===== src/rtl/rsi_pkg.sv =====
package rsi_pkg;

  // Static throttle configuration, gathered from the top-level pins.
  typedef struct packed {
    logic cross_single;
    logic bank_single;
    logic one_per_bank;
  } rsi_cfg_t;

endpackage


===== src/rtl/rsi_rst_sync.sv =====
module rsi_rst_sync #(
  parameter int STAGES = 2
) (
  input  logic clk,
  input  logic rst_n,
  output logic rst_sync_n
);

  logic [STAGES-1:0] sync_q;

  // Asynchronous assertion, synchronous release through a shift chain.
  always_ff @(posedge clk or negedge rst_n) begin
    if (!rst_n) begin
      sync_q <= '0;
    end else begin
      sync_q <= {sync_q[STAGES-2:0], 1'b1};
    end
  end

  assign rst_sync_n = sync_q[STAGES-1];

endmodule


===== src/rtl/rsi_replay_cnt.sv =====
module rsi_replay_cnt #(
  parameter int LIMIT = 32,
  parameter int CNT_W = $clog2(LIMIT + 1)
) (
  input  logic             clk,
  input  logic             rst_n,
  input  logic             replay_i,
  input  logic             pass_i,
  output logic [CNT_W-1:0] cnt_o
);

  localparam logic [CNT_W-1:0] CAP = CNT_W'(LIMIT);

  logic [CNT_W-1:0] cnt_q;
  logic [CNT_W-1:0] cnt_d;
  logic             cnt_en;

  // Next state: a pass clears first, a replay counts only below the cap.
  always_comb begin
    cnt_d  = cnt_q;
    cnt_en = 1'b0;
    if (pass_i) begin
      cnt_d  = '0;
      cnt_en = (cnt_q != '0);
    end else if (replay_i && (cnt_q != CAP)) begin
      cnt_d  = cnt_q + 1'b1;
      cnt_en = 1'b1;
    end
  end

  always_ff @(posedge clk or negedge rst_n) begin
    if (!rst_n) begin
      cnt_q <= '0;
    end else if (cnt_en) begin
      cnt_q <= cnt_d;
    end
  end

  assign cnt_o = cnt_q;

endmodule


===== src/rtl/rsi_inflight.sv =====
module rsi_inflight #(
  parameter int MAX_INFLIGHT = 15,
  parameter int INF_W        = $clog2(MAX_INFLIGHT + 1)
) (
  input  logic             clk,
  input  logic             rst_n,
  input  logic             issue_i,
  input  logic             done_i,
  output logic [INF_W-1:0] cnt_o
);

  localparam logic [INF_W-1:0] TOP = INF_W'(MAX_INFLIGHT);

  logic [INF_W-1:0] cnt_q;
  logic [INF_W-1:0] cnt_d;
  logic             cnt_en;
  logic             up;
  logic             dn;

  assign up = issue_i && !done_i && (cnt_q != TOP);
  assign dn = done_i && !issue_i && (cnt_q != '0);

  always_comb begin
    cnt_d  = cnt_q;
    cnt_en = 1'b0;
    if (up) begin
      cnt_d  = cnt_q + 1'b1;
      cnt_en = 1'b1;
    end else if (dn) begin
      cnt_d  = cnt_q - 1'b1;
      cnt_en = 1'b1;
    end
  end

  always_ff @(posedge clk or negedge rst_n) begin
    if (!rst_n) begin
      cnt_q <= '0;
    end else if (cnt_en) begin
      cnt_q <= cnt_d;
    end
  end

  assign cnt_o = cnt_q;

endmodule


===== src/rtl/rsi_issue_gate.sv =====
module rsi_issue_gate
  import rsi_pkg::*;
#(
  parameter int NB = 2
) (
  input  rsi_cfg_t        cfg_i,
  input  logic [NB-1:0]   at_limit_i,
  input  logic [NB-1:0]   busy_i,
  output logic [NB-1:0]   allow_o
);

  logic [NB-1:0] first_hot;
  logic [NB-1:0] local_hold;
  logic          cross_mode;
  logic          all_idle;

  // Lowest-numbered bank sitting at the threshold.
  always_comb begin
    logic found;
    found     = 1'b0;
    first_hot = '0;
    for (int b = 0; b < NB; b++) begin
      if (at_limit_i[b] && !found) begin
        first_hot[b] = 1'b1;
        found        = 1'b1;
      end
    end
  end

  assign cross_mode = cfg_i.cross_single && (|at_limit_i);
  assign all_idle   = ~(|busy_i);

  for (genvar b = 0; b < NB; b++) begin : g_gate
    assign local_hold[b] = busy_i[b] &&
                           (cfg_i.one_per_bank || (cfg_i.bank_single && at_limit_i[b]));
    assign allow_o[b]    = cross_mode ? (first_hot[b] && all_idle) : !local_hold[b];
  end

endmodule


===== src/rtl/replay_issue_ctrl.sv =====
module replay_issue_ctrl
  import rsi_pkg::*;
#(
  parameter int NUM_BANKS    = 2,
  parameter int REPLAY_LIMIT = 32,
  parameter int MAX_INFLIGHT = 15
) (
  input  logic                 clk,
  input  logic                 rst_n,
  input  logic                 cfg_one_per_bank,
  input  logic                 cfg_bank_single,
  input  logic                 cfg_cross_single,
  input  logic [NUM_BANKS-1:0] bank_issue,
  input  logic [NUM_BANKS-1:0] bank_replay,
  input  logic [NUM_BANKS-1:0] bank_pass,
  output logic [NUM_BANKS-1:0] issue_allow
);

  localparam int CNT_W = $clog2(REPLAY_LIMIT + 1);
  localparam int INF_W = $clog2(MAX_INFLIGHT + 1);
  localparam logic [CNT_W-1:0] CAP = CNT_W'(REPLAY_LIMIT);

  logic                              rst_sync_n;
  rsi_cfg_t                          cfg;
  logic [NUM_BANKS-1:0][CNT_W-1:0]   rc_cnt;
  logic [NUM_BANKS-1:0][INF_W-1:0]   fl_cnt;
  logic [NUM_BANKS-1:0]              at_limit;
  logic [NUM_BANKS-1:0]              busy;

  assign cfg.cross_single = cfg_cross_single;
  assign cfg.bank_single  = cfg_bank_single;
  assign cfg.one_per_bank = cfg_one_per_bank;

  rsi_rst_sync #(.STAGES(2)) u_rst (
    .clk        (clk),
    .rst_n      (rst_n),
    .rst_sync_n (rst_sync_n)
  );

  for (genvar b = 0; b < NUM_BANKS; b++) begin : g_bank
    rsi_replay_cnt #(.LIMIT(REPLAY_LIMIT), .CNT_W(CNT_W)) u_rc (
      .clk      (clk),
      .rst_n    (rst_sync_n),
      .replay_i (bank_replay[b]),
      .pass_i   (bank_pass[b]),
      .cnt_o    (rc_cnt[b])
    );

    rsi_inflight #(.MAX_INFLIGHT(MAX_INFLIGHT), .INF_W(INF_W)) u_fl (
      .clk     (clk),
      .rst_n   (rst_sync_n),
      .issue_i (bank_issue[b]),
      .done_i  (bank_pass[b]),
      .cnt_o   (fl_cnt[b])
    );

    assign at_limit[b] = (rc_cnt[b] == CAP);
    assign busy[b]     = (fl_cnt[b] != '0);
  end

  rsi_issue_gate #(.NB(NUM_BANKS)) u_gate (
    .cfg_i      (cfg),
    .at_limit_i (at_limit),
    .busy_i     (busy),
    .allow_o    (issue_allow)
  );

endmodule


===== config.mk =====
export PLATFORM = sky130hd
export DESIGN_NAME = replay_issue_ctrl
export DESIGN_NICKNAME = d
export VERILOG_FILES = /design/src/rtl/rsi_pkg.sv /design/src/rtl/rsi_rst_sync.sv /design/src/rtl/rsi_replay_cnt.sv /design/src/rtl/rsi_inflight.sv /design/src/rtl/rsi_issue_gate.sv /design/src/rtl/replay_issue_ctrl.sv
export SDC_FILE = /design/constraint.sdc
export NUM_CORES = 1
export LEC_CHECK = 0
export BUFFER_PORTS_ARGS = -buffer_cell sky130_fd_sc_hd__buf_2
export CAP_MARGIN = 40
export CORE_UTILIZATION = 62
export DETAILED_ROUTE_END_ITERATION = 7
export GPL_TIMING_DRIVEN = 0
export PLACE_DENSITY = 0.88
export SLEW_MARGIN = 10
export SYNTH_ARGS = -nofsm -noshare
export SYNTH_HDL_FRONTEND = slang
export SYNTH_SLANG_ARGS = --single-unit
export TNS_END_PERCENT = 100

===== constraint.sdc =====
create_clock -name clk -period 3.8 [get_ports clk]
set_input_delay 0.19 -clock clk [delete_from_list [all_inputs] [get_ports clk]]
set_output_delay 0.19 -clock clk [all_outputs]
set_load 0.02 [all_outputs]

==> results of run 1 <==
-- layout make-up --
cell class	instances	area share
plain buffers	2	0.00603
clock buffers	4	0.0250
inverters	4	0.0103
multi-input cells	95	0.515
flip-flops and latches	22	0.379
well taps	27	0.0233
repair buffers	11	0.0413
-- metal layers --
layer,vias to the layer above,GRT usage
li1,480,-
met1,480,0.276
met2,20,0.381
met3,4,0.0222
met4,0,0.0833
met5,-,0
-- cells by family (layout without fill, tap and decap cells) --
kind of cell,Yosys count,in the layout
compound gates,21,21
xor+xnor,12,12
fa+ha+maj,10,10
buf+inv,6,21
flops,22,22
mux,8,8
other cells,1,1
simple gates,43,43
-- registers in the layout, summed over array words and instances (netlist names) --
register           cells
g_bank.u_fl.cnt_o      8
u_rst.sync_q           2
g_bank.u_rc.cnt_o     12
-- how the worst min path moves through the flow --
stage	startpoint	end	slack (ns)	depth (start not counted)
after floorplan	rst_n	u_rst.sync_q[0]	-0.11	0
after global placement	rst_n	u_rst.sync_q[0]	-0.03	1
after detailed placement	rst_n	u_rst.sync_q[1]	-0.02	1
after CTS	bank_pass[0]	g_bank[0].u_rc.cnt_o[5]	0.15	2
after global routing	bank_pass[0]	g_bank[0].u_rc.cnt_o[5]	0.16	2
final	bank_pass[0]	g_bank[0].u_rc.cnt_o[5]	0.16	2
-- worst max-delay path, stage by stage, from the launching register on --
cell     delay [ns]
dfrtp_1        0.45
inv_1          0.08
ha_1           0.13
nor4b_2        0.45
nand2_1        0.15
a21oi_1        0.13
o21ai_0        0.08
buf_2          0.16
-- through the flow --
stage | hold slack (ns) | utilization | std cells | setup slack (ns) | power, mW
2_1_floorplan | -0.106 | - | 123 | 2.04 | 0.660
3_3_place_gp | -0.0260 | 0.710 | 160 | 1.95 | 0.714
3_5_place_dp | -0.0213 | 0.710 | 160 | 1.88 | 0.746
4_1_cts | 0.153 | 0.733 | 165 | 1.66 | 0.875
5_1_grt | 0.164 | 0.733 | 165 | 1.49 | 0.941
6_report | 0.161 | 0.733 | 165 | 1.68 | 0.864
-- cells in the mapped netlist --
library cell,instances
nand3b_1,3
a21o_2,1
dfrtp_1,22
mux2_1,2
or4_1,1
o21ai_1,4
or4_4,1
a32oi_1,1
inv_1,4
fa_1,2
a21oi_1,7
o21bai_1,1
xnor2_1,4
conb_1,1
nand4b_1,4
nor2_1,7
a21o_1,1
nor4_1,1
and2_4,2
nand2_1,9
nor4b_2,1
ha_1,8
nand3b_2,1
nand4_1,7
buf_2,1
mux2i_1,4
clkbuf_1,1
xor2_1,8
nand3_1,3
nor4b_4,1
mux2_4,2
a21boi_1,2
a211oi_1,1
or3_1,2
o21ai_0,3
-- power groups by stage --
| stage | logic (mW) | clock network, mW | registers [mW] |
|---|---|---|---|
| 3_5_place_dp | 0.342 | 0 | 0.404 |
| 6_report | 0.340 | 0.128 | 0.397 |
| 2_1_floorplan | 0.280 | 0 | 0.380 |
| 3_3_place_gp | 0.317 | 0 | 0.397 |
| 4_1_cts | 0.345 | 0.131 | 0.399 |
| 5_1_grt | 0.387 | 0.140 | 0.414 |
-- what timing repair did --
action | in CTS | in global routing
hold buffers | 1 | 0
buffers inserted | 0 | 0
hold endpoints to repair | 2 | 0
==> flow_summary.toml, run 1 <==
[run_status]
outcome = "completed"

[die]
die-height_um = 48.2
io_pins = 13
die_w_um = 48.2
core_area_um2 = 1980
floorplan.initialDensity = 0.667
die_area_um2 = 2320
rows = 16

[logic_synthesis]
synth_mux_area_frac = 0.0700
postSynthRegisterBits = 22
yosys.area.top_type_share = 0.416
syn_inst = 123
synth_compound_gate_area_share = 0.0946
synth_simple_gate_area_frac = 0.213
yosysWarningCount = 0
synth.area.top_cells = "dfrtp_1 (42%), ha_1 (7.6%), xor2_1 (5.3%)"
yosys.area_share.adder = 0.106
combinational_family_with_the_most_area_after_synthesis = "simple AND/OR/NAND/NOR gates"
synth-seq-area-share = 0.416
synthXorXnorAreaFrac = 0.0795
synth_area_um2 = 1320
synth_top_area_cell = "dfrtp_1"
syn-mean-instance-area_um2 = 10.8
synth_fp_nets = 144
netlist-cell-type-count = 35

[cells_and_area]
fraction_of_final_layout_cells_sized_beyond_drive_strength_1 = 0.174
finalNetCount = 160
fillerInstances = 138
most_frequent_cells_in_the_layout = "dfrtp_1 (22), buf_2 (11), nand2_1 (9), xor2_1 (8), ha_1 (8)"
layout.area.seq_um2 = 551
insertedDiodeCount = 0
multiInputGateArea_um2 = 748
final_area_um2 = 1450
layout-area-overhead-vs-synth_pct = 9.84
layout.cells.most_common = "dfrtp_1"

[critical_path]
regToRegEndpoint = "g_bank[0].u_fl.cnt_o[3]"
worst_setup_path_startpoint = "g_bank[1].u_rc.cnt_o[0]"
cell_count_of_the_worst_reg_to_reg_path = 7
timing.critical_path.fanout_max = 6
critical_path.reg2reg.startpoint = "g_bank[0].u_fl.cnt_o[1]"
cp.arrival_ns = 1.93
worst-setup-path-type = "flip-flop to primary output"
timing.critical_path.to = "issue_allow[1]"
worst_setup_slack_for_register_to_register_paths_ns = 1.86
setup.worst_path.start_class = "flip-flop"
required_time_of_the_worst_setup_path_ns = 3.61
worst_setup_end_kind = "primary output"

[timing]
worstMarginPinSlew_ns = 0.767
timing.final.hold_violations = 0
finalSetupTns_ns = 0
fin_worst_skew_ns = 0.00296
grt_setup_unrepaired = "no"
drv_slew = 0
timing.slew.headroom = 0.488
fmaxAchievable_mhz = 472
finalCritPeriodShare = 0.557
min_period_ns = 2.12
setup_violations = 0

[placed_design]
dpl.hpwl_mm = 1.77
globalplace.congestion = 0.792
post_place_instance_area_um2 = 1410
numPortBuffers = 10

[clocking]
root_buffer = "clkbuf_4"
cts_repair_resize_count = 0
clock_tree.htree_level_count = 1
cts.clk_slew.worst_paths_ns = 0.12
clock_sink_count = 22
cts_tree = "yes"
cts-buffers-inserted = 3
cts-root-to-sink-buffers = 2
clock_latency_at_the_later_pin_of_the_worst_skew_pair_ns = 0.30

[power]
combinational_fraction_of_design_power = 0.393
powerDensity_nw_per_um2 = 595
seq_power_share = 0.459
static_leakage_nw = 0.645
vdd.ir_drop.worst_mv = 0.450
power_frac_clock = 0.148
p_int_mw = 0.548
total_switching_power_mw = 0.316
swShare = 0.366

[routing]
met1_length_um = 987
vias = 984
wl_met3_um = 64
wl_met2_mm = 1.16
drt_pass1_iterations = 4
post-route-drc-count = 0
drt_first_iter_violations = 17
drt_wl_total_mm = 2.23
top_layer_used = "met4"
drt.antenna.violating_nets = 0
drt-vias-per-instance = 5.96
detail_route.wl_per_cell_um = 13.5

[worst_hold_path]
worstHoldPathType = "input pin to flip-flop"

[global_routing]
grt_start_max_net_pins = 21
grt_pass1_vias = 865
grt-ovfl-total = 0
grt_usage = 0.218
antenna_found_initial = 0
first_pass_grt_wire_length_mm = 3.51

[run]
cap_violations = 0
Power figures use the tool's default switching activity.
==> run 2: changes to the inputs <==
CORE_UTILIZATION = 52   (was 62)
PLACE_DENSITY = 0.79   (was 0.88)
clock period = 1.9 ns   (was 3.8 ns; I/O delays follow)
==> flow_summary.toml, run 2 (synthesis results as in run 1) <==
[timing]
grt_setup_unrepaired = "yes"
timing.final.ws_setup_ns = -0.00179
finalSetupTns_ns = -0.00179
min_period_ns = 1.90
timing.slew.headroom = 0.463
finalCritPeriodShare = 1.00
fmaxAchievable_mhz = 526
setup_violations = 1
drv_slew = 0
fin_worst_hold_slack_ns = 0.0637
timing.final.hold_violations = 0
fin_worst_skew_ns = 0.000809
worstMarginPinSlew_ns = 0.805

[power]
total_switching_power_mw = 0.781
vdd.ir_drop.worst_mv = 0.881
seq_power_share = 0.352
combinational_fraction_of_design_power = 0.527
swShare = 0.358
powerDensity_nw_per_um2 = 1310
power_frac_clock = 0.120
p_int_mw = 1.40
static_leakage_nw = 0.746

[clocking]
cts-root-to-sink-buffers = 2
clock_sink_count = 22
cts_tree = "yes"
clock_latency_at_the_later_pin_of_the_worst_skew_pair_ns = 0.31
clock_tree.htree_level_count = 1
cts-buffers-inserted = 3
root_buffer = "clkbuf_4"
cts.clk_slew.worst_paths_ns = 0.12

[global_routing]
grt_usage = 0.213
grt-ovfl-total = 0
first_pass_grt_wire_length_mm = 4.30
antenna_found_initial = 0
grt_pass1_vias = 1016
grt_start_max_net_pins = 21

[critical_path]
worst-setup-path-type = "flip-flop to flip-flop"
critical-path-max-stage-delay_ns = 0.53
required_time_of_the_worst_setup_path_ns = 2.10
path_cells = "buf_4 > or4_1 > nand3b_1 > and2_4 > mux2_1"
cp.arrival_ns = 2.11
timing.critical_path.fanout_max = 5
setup.worst_path.start_class = "flip-flop"
worst_setup_slack_for_register_to_register_paths_ns = -0.002
critical_path.slowest_cell = "or4_1"
worst_setup_end_kind = "flip-flop"

[die]
floorplan.initialDensity = 0.576
rows = 17
die_area_um2 = 2750
die-height_um = 52.4
io_pins = 13
die_w_um = 52.4
core_area_um2 = 2300

[worst_hold_path]
worstHoldPathType = "input pin to flip-flop"

[routing]
drt.antenna.violating_nets = 0
drt-vias-per-instance = 5.85
vias = 1089
drt_first_iter_violations = 15
detail_route.wl_per_cell_um = 15.3
drt_pass1_iterations = 4
post-route-drc-count = 0
drt_wl_total_mm = 2.85

[cells_and_area]
finalNetCount = 180
fraction_of_final_layout_cells_sized_beyond_drive_strength_1 = 0.361
final_area_um2 = 1670
layout.area.seq_um2 = 558
multiInputGateArea_um2 = 800
fillerInstances = 163
layoutNonFillerInstCount = 186
insertedDiodeCount = 0
layout.cells.most_common = "buf_4"
layout-area-overhead-vs-synth_pct = 25.9
most_frequent_cells_in_the_layout = "buf_4 (21), dfrtp_1 (16), buf_2 (10), nand2_1 (9), xor2_1 (8)"
largest_reg_flops = 12

[placed_design]
place_worst_setup_slack_ns = -0.00644
dp.cells = 161
globalplace.congestion = 0.833
numPortBuffers = 10
dpl.hpwl_mm = 1.81
post_place_instance_area_um2 = 1410

[run_status]
outcome = "complete, but fails checks"
violations = "setup timing"

[run]
cap_violations = 0
[run 2: changes by cell type in the layout (fill, tap and decap cells not counted), sizes merged]
cell,previous run,this run
buf,11,31
[run 2: through the flow]
step,util,power (mW)
after floorplan,-,1.32
after global placement,0.613,1.43
after detailed placement,0.613,1.49
after CTS,0.662,1.87
after global routing,0.725,2.34
final,0.725,2.18
[run 2: critical path: cells and delay by family (launching register included)]
| kind | cells | cell delay (ns) |
|---|---|---|
| and+or+nand+nor | 3 | 0.85 |
| DFF | 1 | 0.47 |
| muxes | 1 | 0.32 |
| buffers and inverters | 1 | 0.15 |
[run 2: area by class of cell]
class | count | area share
timing repair buffer | 31 | 0.128
tap | 28 | 0.0210
multi-input combinational | 95 | 0.480
inverter | 4 | 0.00902
sequential | 22 | 0.335
clock buffer | 4 | 0.0218
buffer | 2 | 0.00526
[run 2: final timing paths]
kind | endpoint | from | cells after the start
worst min-delay path | g_bank[0].u_rc.cnt_o[2] | bank_pass[0] | 2
worst max register to register | g_bank[1].u_fl.cnt_o[2] | g_bank[1].u_fl.cnt_o[1] | 5
max in group asynchronous | g_bank[1].u_rc.cnt_o[0] | u_rst.sync_q[1] | 0
min in group asynchronous | u_rst.sync_q[0] | rst_n | 2
worst max-delay path | g_bank[1].u_fl.cnt_o[2] | g_bank[1].u_fl.cnt_o[1] | 5
worst min register to register | g_bank[0].u_fl.cnt_o[2] | u_rst.sync_q[1] | 0
[run 2: repair_timing]
action | in CTS | in global routing
buffers inserted | 7 | 13
pin swaps | 1 | 6
hold buffers | 1 | 0
gates resized for setup | 6 | 11
hold endpoints to repair | 2 | 0
endpoints found under the setup margin | 4 | 4
[run 2: routing by layer]
metal | global-route usage | vias up | share of wire
met5 | 0 | - | 0
met4 | 0.0702 | 0 | 0.014
met3 | 0.0261 | 6 | 0.024
met2 | 0.384 | 23 | 0.54
met1 | 0.259 | 546 | 0.42
li1 | - | 514 | -
[run 2: power groups by stage]
stage                     registers, mW  clock network [mW]  logic [mW]
after global placement            0.791                   0       0.636
after floorplan                   0.760                   0       0.561
after CTS                         0.776               0.265       0.832
after global routing              0.788               0.277        1.28
after detailed placement          0.809                   0       0.677
final                             0.768               0.263        1.15
==> run 3: changes to the inputs <==
--- a/constraint.sdc
+++ b/constraint.sdc
@@ -3,2 +3,2 @@
 set_output_delay 0.095 -clock clk [all_outputs]
-set_load 0.02 [all_outputs]
+set_load 0.01 [all_outputs]
==> flow_summary.toml, run 3 (synthesis results as in run 1) <==
[run_status]
outcome = "complete, but fails checks"
violations = "setup timing"

[routing]
drt-vias-per-instance = 5.86
drt_first_iter_violations = 15
post-route-drc-count = 0
vias = 1095
drt.antenna.violating_nets = 0
drt_wl_total_mm = 2.82
drt_pass1_iterations = 4
detail_route.wl_per_cell_um = 15.1

[placed_design]
dp.cells = 161
numPortBuffers = 10
globalplace.congestion = 0.833
dpl.hpwl_mm = 1.81

[die]
die_w_um = 52.4
die-height_um = 52.4
rows = 17
io_pins = 13
floorplan.initialDensity = 0.576
core_area_um2 = 2300
die_area_um2 = 2750

[power]
p_total_mw = 2.18
vdd.ir_drop.worst_mv = 0.877
static_leakage_nw = 0.749
powerDensity_nw_per_um2 = 1310

[timing]
timing.slew.headroom = 0.467
worstMarginPinSlew_ns = 0.800
finalCritPeriodShare = 1.01
min_period_ns = 1.92
drv_slew = 0
fin_worst_hold_slack_ns = 0.0616
grt_setup_unrepaired = "yes"
finalSetupTns_ns = -0.0337
fmaxAchievable_mhz = 521
setup_violations = 2
timing.final.ws_setup_ns = -0.0205
timing.final.hold_violations = 0
fin_worst_skew_ns = 0.00417

[cells_and_area]
post-route-util = 0.725
finalNetCount = 181
layout-area-overhead-vs-synth_pct = 26.0
largest_reg_flops = 12
layoutNonFillerInstCount = 187
most_frequent_cells_in_the_layout = "buf_4 (21), dfrtp_1 (16), buf_2 (11), nand2_1 (9), xor2_1 (8)"
fraction_of_final_layout_cells_sized_beyond_drive_strength_1 = 0.365
layout.cells.most_common = "buf_4"
insertedDiodeCount = 0

[clocking]
clock_sink_count = 22
cts_tree = "yes"
root_buffer = "clkbuf_4"
clock_tree.htree_level_count = 1
clock_latency_at_the_later_pin_of_the_worst_skew_pair_ns = 0.31
cts-buffers-inserted = 3
cts-root-to-sink-buffers = 2
cts.clk_slew.worst_paths_ns = 0.13

[critical_path]
cp.buffers_inverters = 1
cp.arrival_ns = 2.12
worst_setup_slack_for_register_to_register_paths_ns = -0.02
critical-path-max-stage-delay_ns = 0.54
timing.critical_path.fanout_max = 5
worst-setup-path-type = "flip-flop to flip-flop"
critical_path.slowest_cell = "or4_1"
setup.worst_path.start_class = "flip-flop"
required_time_of_the_worst_setup_path_ns = 2.10
cpLargestDelayFamily = "simple AND/OR/NAND/NOR gates"
worst_setup_end_kind = "flip-flop"
path_cells = "buf_4 > or4_1 > nand3b_1 > and2_4 > mux2_1"

[global_routing]
gr-usage-met1 = 0.259
grt-ovfl-total = 0
globalRouteMet3Util = 0.0261
grt_usage = 0.213
grt.busiest_layer = "met2"
grt_pass1_vias = 1016
grt_start_max_net_pins = 21
first_pass_grt_wire_length_mm = 4.30
grtUsageMet2 = 0.384
antenna_found_initial = 0

[run]
cap_violations = 0

[worst_hold_path]
worstHoldPathType = "input pin to flip-flop"
run 3: changes by cell type in the layout (fill, tap and decap cells not counted):
cell     delta
a21oi_2     -1
buf_2       +1
inv_2       +1
a21oi_1     +1
inv_1       -1
run 3: area by class of cell:
cell class                      instances  area (um2)
Sequential cell                        22         558
Timing Repair Buffer                   32         218
Clock buffer                            4        36.3
Fill cell                             161         631
Buffer                                  2        8.76
Tap cell                               28        35.0
Inverter                                4        15.0
Multi-Input combinational cell         95         796
run 3: metrics by stage:
| step | area [um2] | setup slack, ns |
|---|---|---|
| after floorplan | 1320 | 0.137 |
| final | 1670 | -0.0205 |
| after global routing | 1670 | -0.0671 |
| after CTS | 1520 | 0.00270 |
| after detailed placement | 1410 | -0.00644 |
| after global placement | 1410 | 0.0342 |
run 3: where the power goes:
part / total [mW] / internal [mW] / leakage, nW / switching (mW)
Combinational: 1.16 / 0.680 / 0.455 / 0.476
Clock: 0.263 / 0.117 / 0.0210 / 0.146
Sequential: 0.764 / 0.613 / 0.274 / 0.150
Total: 2.18 / 1.41 / 0.749 / 0.772
run 3: timing repair:
item / in CTS / in global routing
pin swaps: 1 / 11
hold buffers: 1 / 0
buffers inserted: 7 / 14
hold endpoints to repair: 2 / 0
gates resized for setup: 4 / 12
endpoints found under the setup margin: 4 / 4
run 3: final timing paths:
path / cells after the start / start / to
setup reg to reg: 5 / g_bank[1].u_fl.cnt_o[1] / g_bank[1].u_fl.cnt_o[2]
max in group asynchronous: 0 / u_rst.sync_q[1] / g_bank[1].u_fl.cnt_o[0]
hold / removal: 2 / bank_pass[0] / g_bank[0].u_rc.cnt_o[2]
min in group asynchronous: 2 / rst_n / u_rst.sync_q[0]
hold reg to reg: 0 / u_rst.sync_q[1] / g_bank[0].u_rc.cnt_o[1]
setup / recovery: 5 / g_bank[1].u_fl.cnt_o[1] / g_bank[1].u_fl.cnt_o[2]
run 3: routing by layer:
layer	vias up	part of all wire
met5	-	0
met4	0	0.0067
met3	2	0.021
met2	20	0.55
met1	556	0.42
li1	517	-
run 3: worst reg2reg max path: cells and delay by family (launching register included):
| family | cells | cell delay (ns) |
|---|---|---|
| and+or+nand+nor | 3 | 0.89 |
| muxes | 1 | 0.32 |
| buffers and inverters | 1 | 0.15 |
| DFF | 1 | 0.47 |
